==> config.mk <==
export PLATFORM = sky130hd
export DESIGN_NAME = dbg_pwr_rst_ctl
export DESIGN_NICKNAME = d
export VERILOG_FILES = /design/src/rtl/dprc_pkg.sv /design/src/rtl/dprc_decode.sv /design/src/rtl/dprc_fields.sv /design/src/rtl/dbg_pwr_rst_ctl.sv
export SDC_FILE = /design/constraint.sdc
export NUM_CORES = 1
export LEC_CHECK = 0
export BUFFER_PORTS_ARGS = -buffer_cell sky130_fd_sc_hd__clkbuf_2
export CORE_UTILIZATION = 26
export CTS_BUF_LIST = sky130_fd_sc_hd__clkbuf_8
export CTS_CLUSTER_DIAMETER = 30
export DETAILED_ROUTE_END_ITERATION = 10
export PLACE_DENSITY = 0.81
export SLEW_MARGIN = 15
export SYNTH_ARGS = -nofsm -noshare
export SYNTH_HDL_FRONTEND = slang
export SYNTH_SLANG_ARGS = --single-unit
==> constraint.sdc <==
create_clock -name clk -period 1.2 [get_ports clk]
set_input_delay 0.12 -clock clk [delete_from_list [all_inputs] [get_ports clk]]
set_output_delay 0.12 -clock clk [all_outputs]
set_load 0.01 [all_outputs]
==> src/rtl/dprc_pkg.sv <==
package dprc_pkg;

  // Bit positions inside the control word (software visible layout)
  localparam int unsigned NPD_BIT   = 0;
  localparam int unsigned WRQ_BIT   = 1;
  localparam int unsigned PWRUP_BIT = 3;
  localparam int unsigned FIELD_W   = 4;

  // No-powerdown field is hidden (reads 0, ignores writes)
  function automatic logic npd_hidden(input logic powered, input logic dlock,
                                      input logic oslock);
    return !powered || dlock || oslock;
  endfunction

  // Warm reset request is accepted
  function automatic logic warm_permitted(input logic powered, input logic dlock,
                                          input logic oslock, input logic swlock,
                                          input logic inv_en);
    return powered && !dlock && !oslock && !swlock && inv_en;
  endfunction

  // Visible low nibble of the word; all other bits are zero
  function automatic logic [FIELD_W-1:0] read_nibble(input logic pwrup, input logic npd,
                                                     input logic hidden);
    logic [FIELD_W-1:0] r;
    r            = '0;
    r[PWRUP_BIT] = pwrup;
    r[NPD_BIT]   = npd & !hidden;
    return r;
  endfunction

endpackage

==> src/rtl/dprc_decode.sv <==
module dprc_decode #(
  parameter int unsigned ADDR_W     = 12,
  parameter logic [ADDR_W-1:0] REG_OFFSET = 12'h310
) (
  input  logic              bus_valid,
  input  logic              bus_write,
  input  logic [ADDR_W-1:0] bus_addr,
  input  logic              wd_npd,
  input  logic              wd_wrq,
  input  logic              core_powered,
  input  logic              lock_double,
  input  logic              lock_os,
  input  logic              lock_sw,
  input  logic              invasive_dbg_en,
  output logic              rd_hit,
  output logic              npd_hide,
  output logic              pwrup_we,
  output logic              npd_we,
  output logic              warm_fire
);
  import dprc_pkg::*;

  logic addr_hit;
  logic wr_hit;

  assign addr_hit  = bus_valid && (bus_addr == REG_OFFSET);
  assign wr_hit    = addr_hit && bus_write;
  assign rd_hit    = addr_hit && !bus_write;
  assign npd_hide  = npd_hidden(core_powered, lock_double, lock_os);

  // Authentication status deliberately absent from the two persistent bits
  assign pwrup_we  = wr_hit && !lock_sw;
  assign npd_we    = wr_hit && !lock_sw && !npd_hide;
  assign warm_fire = wr_hit && wd_wrq &&
                     warm_permitted(core_powered, lock_double, lock_os, lock_sw,
                                    invasive_dbg_en);
  // wd_npd is the value written, consumed by the storage; decode only gates
  logic unused_wd;
  assign unused_wd = wd_npd;
endmodule

==> src/rtl/dprc_fields.sv <==
module dprc_fields #(
  parameter bit WARM_REQ_EN = 1'b1
) (
  input  logic clk,
  input  logic core_cold_rst_n,
  input  logic core_warm_rst_n,
  input  logic dbg_ext_rst_n,
  input  logic pwrup_we,
  input  logic pwrup_wval,
  input  logic npd_we,
  input  logic npd_wval,
  input  logic warm_fire,
  output logic pwrup_q,
  output logic npd_q,
  output logic warm_q
);

  // Debug power domain: only the external debug reset reaches it
  always_ff @(posedge clk) begin
    if (!dbg_ext_rst_n)  pwrup_q <= 1'b0;
    else if (pwrup_we)   pwrup_q <= pwrup_wval;
  end

  // Core power domain: cold reset copies the power-up request
  always_ff @(posedge clk) begin
    if (!core_cold_rst_n) npd_q <= pwrup_q;
    else if (npd_we)      npd_q <= npd_wval;
  end

  generate
    if (WARM_REQ_EN) begin : g_warm
      always_ff @(posedge clk) begin
        if (!core_cold_rst_n || !core_warm_rst_n) warm_q <= 1'b0;
        else                                      warm_q <= warm_fire;
      end
    end else begin : g_no_warm
      logic unused_fire;
      assign unused_fire = warm_fire;
      assign warm_q      = 1'b0;
    end
  endgenerate
endmodule

==> src/rtl/dbg_pwr_rst_ctl.sv <==
module dbg_pwr_rst_ctl #(
  parameter int unsigned ADDR_W      = 12,
  parameter int unsigned DATA_W      = 32,
  parameter logic [ADDR_W-1:0] REG_OFFSET = 12'h310,
  parameter bit          WARM_REQ_EN = 1'b1
) (
  input  logic              clk,
  input  logic              core_cold_rst_n,
  input  logic              core_warm_rst_n,
  input  logic              dbg_ext_rst_n,
  input  logic              core_powered,
  input  logic              lock_double,
  input  logic              lock_os,
  input  logic              lock_sw,
  input  logic              invasive_dbg_en,
  input  logic              bus_valid,
  input  logic              bus_write,
  input  logic [ADDR_W-1:0] bus_addr,
  input  logic [DATA_W-1:0] bus_wdata,
  output logic [DATA_W-1:0] bus_rdata,
  output logic              pwrup_req_o,
  output logic              no_pwrdn_o,
  output logic              warm_rst_req_o
);
  import dprc_pkg::*;

  localparam int unsigned PAD_W = DATA_W - FIELD_W;

  // Named internal events (observed by the checker)
  logic rd_hit, npd_hide, pwrup_we, npd_we, warm_fire;
  logic pwrup_q, npd_q, warm_q;

  dprc_decode #(.ADDR_W(ADDR_W), .REG_OFFSET(REG_OFFSET)) u_decode (
    .bus_valid       (bus_valid),
    .bus_write       (bus_write),
    .bus_addr        (bus_addr),
    .wd_npd          (bus_wdata[NPD_BIT]),
    .wd_wrq          (bus_wdata[WRQ_BIT]),
    .core_powered    (core_powered),
    .lock_double     (lock_double),
    .lock_os         (lock_os),
    .lock_sw         (lock_sw),
    .invasive_dbg_en (invasive_dbg_en),
    .rd_hit          (rd_hit),
    .npd_hide        (npd_hide),
    .pwrup_we        (pwrup_we),
    .npd_we          (npd_we),
    .warm_fire       (warm_fire)
  );

  dprc_fields #(.WARM_REQ_EN(WARM_REQ_EN)) u_fields (
    .clk             (clk),
    .core_cold_rst_n (core_cold_rst_n),
    .core_warm_rst_n (core_warm_rst_n),
    .dbg_ext_rst_n   (dbg_ext_rst_n),
    .pwrup_we        (pwrup_we),
    .pwrup_wval      (bus_wdata[PWRUP_BIT]),
    .npd_we          (npd_we),
    .npd_wval        (bus_wdata[NPD_BIT]),
    .warm_fire       (warm_fire),
    .pwrup_q         (pwrup_q),
    .npd_q           (npd_q),
    .warm_q          (warm_q)
  );

  // Reserved write bits are dropped here
  logic unused_wdata;
  assign unused_wdata = ^{bus_wdata[DATA_W-1:FIELD_W], bus_wdata[2]};

  assign bus_rdata = rd_hit ? {{PAD_W{1'b0}}, read_nibble(pwrup_q, npd_q, npd_hide)}
                            : '0;

  assign pwrup_req_o    = pwrup_q;
  assign no_pwrdn_o     = npd_q;
  assign warm_rst_req_o = warm_q;
endmodule

==> results.json <==
{
  "wl_um": 859,
  "status": "finished, final reports clean",
  "cts-root-buf": "clkbuf_8",
  "syn-mean-instance-area_sq_um": 8.57,
  "die_h_um": 44.2,
  "p_total_mw": 0.511,
  "r2r_slack_ps": 370,
  "final_cell_mix": "conb_1 (30), clkbuf_2 (27), nand2_1 (3), clkbuf_8 (3)",
  "powerDensity_nw_per_um2": 883,
  "rsz0062_at_grt": "true",
  "std_cell_rows": 14,
  "via_per_inst": 3.77,
  "fin_crit_ps": 1190,
  "clockBufferDepth": 2,
  "antenna_cells": 0,
  "num_io_pins": 90,
  "critPathArrivalTime_ps": 1070,
  "slew_violations": 0,
  "synth_top_cell_area_share_pct": 48.6,
  "num_vias": 388,
  "fmax_ghz": 0.841,
  "setup_viol": 0,
  "clkTransAtPathRegs_ps": 30,
  "fp.dieW_um": 44.2,
  "crit_path_end_kind": "output pin",
  "grt_overflow_total": 0,
  "antenna_found_initial": 0,
  "synth-seq-area-share_pct": 15.1,
  "finalCritPeriodShare_pct": 99.1,
  "ys_types": 19,
  "synth_area_leaders": "buf_4 (49%), dfxtp_1 (8.6%), edfxtp_1 (6.5%)",
  "cts.sinks": 3,
  "htreeDepth": 1,
  "grt_start_max_net_pins": 5,
  "coreArea_sq_um": 1580,
  "dieArea_sq_um": 1950,
  "clk_latency_ps": 220,
  "startpoint_type": "primary input",
  "grt_pass1_wl_mm": 1.27,
  "stdcell_area_sq_um": 578,
  "worst-path-max-fanout": 4,
  "dpl.hpwl_um": 787,
  "gr-usage-all-layers_pct": 9.40,
  "nNetsFinal": 143,
  "drive_above_1_share_pct": 47.1,
  "drv_cap": 0,
  "finClkSkew_ps": 0.0603,
  "p_leak_nw": 0.333,
  "dr.pass1.iters": 5,
  "syn_inst": 54,
  "numPortBuffers": 30,
  "grt_pass1_vias": 320,
  "netlist_area_sq_um": 463,
  "numCtsBuffers": 3,
  "routabilityCongestion": 0.639,
  "cts_tree": "done",
  "synth_largest_area_cell": "buf_4",
  "ir_drop_mv": 0.585,
  "drc": 0,
  "antenna_left": 0,
  "path_class": "primary input to output pin",
  "worstPathRequired_ps": 1080,
  "synth_warnings": 0,
  "hp-class": "primary input to flip-flop",
  "hold_viol_final": 0,
  "synth-seq-cells": 3,
  "drtIter0Drc": 8,
  "areaGrowthSynthToFinish_pct": 24.9,
  "wire_per_inst_um": 8.34,
  "dpl-instance-area_sq_um": 517,
  "final_common_cell": "conb_1",
  "start_util_pct": 29.4
}
stage by stage:
stage               cells  TNS [ps]  hold slack [ps]  utilization, %  worst slack, ps
finish                103         0              134            36.7             11.4
detailed placement     99      -125              361            32.8            -54.6
floorplan              83         0              253               -              139
CTS                   103         0              133            36.0             10.5
global route          103      -154              156            36.7            -84.3
global placement       99     -33.6              351            32.8            -18.3
layer usage:
metal	GRT usage [%]	part of all wire, %	vias up
li1	-	-	190
met1	8.13	28	164
met2	16.5	56	34
met3	8.16	16	0
met4	1.82	0	0
met5	0	0	-
logic make-up after synthesis:
| group | Yosys count | share of synthesized area (%) |
|---|---|---|
| and+or+nand+nor | 16 | 28.9 |
| buffers and inverters | 31 | 49.5 |
| other | 1 | 0.810 |
| AOI/OAI and AO/OA | 1 | 1.08 |
| DFF | 3 | 15.1 |
| muxes | 2 | 4.59 |
cells in the mapped netlist (all sizes together):
cell and n:
buf 30, nand2 3, nand4 3, and4bb 2
dfxtp 2, nor3b 2, nor4 2, conb 1
edfxtp 1, inv 1, mux2 1, mux2i 1
nand4b 1, nor2 1, nor2b 1, nor3 1
o21ai 1
flip-flops by register name (all words and copies together) (netlist names):
name,count
u_fields.npd_q,1
u_fields.pwrup_q,1
u_fields.warm_q,1
final timing paths:
kind	startpoint	end	cells after the start
max	bus_addr[1]	bus_rdata[3]	5
min	bus_wdata[3]	u_fields.pwrup_q	3
max reg2reg	u_fields.pwrup_q	u_fields.npd_q	1
min reg2reg	u_fields.pwrup_q	u_fields.pwrup_q	2
worst max-delay path: stages:
cell	delay (ps)
buf_6	90
nor4_4	300
nand4_2	200
nor3b_2	200
buf_2	150
cell type report:
type	instances	area, sq um
timing repair buffer	30	156
fill	178	998
tap	16	20.0
clock inverter	1	3.75
inverter	1	3.75
clock buffer	3	41.3
sequential	3	70.1
multi-input combinational	49	283
repair_timing:
action	4_1_cts	5_1_grt
setup buffers	0	0
endpoints found under the setup margin	2	2
pin swaps	2	2
hold buffers	0	0
resized for setup	1	4
where the power goes:
group / total (mW) / leakage (nW) / internal, mW / switching [mW]
logic: 0.114 / 0.280 / 0.0437 / 0.0704
registers: 0.110 / 0.0257 / 0.109 / 0.00119
clock network: 0.286 / 0.0269 / 0.218 / 0.0685
(Power assumes the default switching activity.)
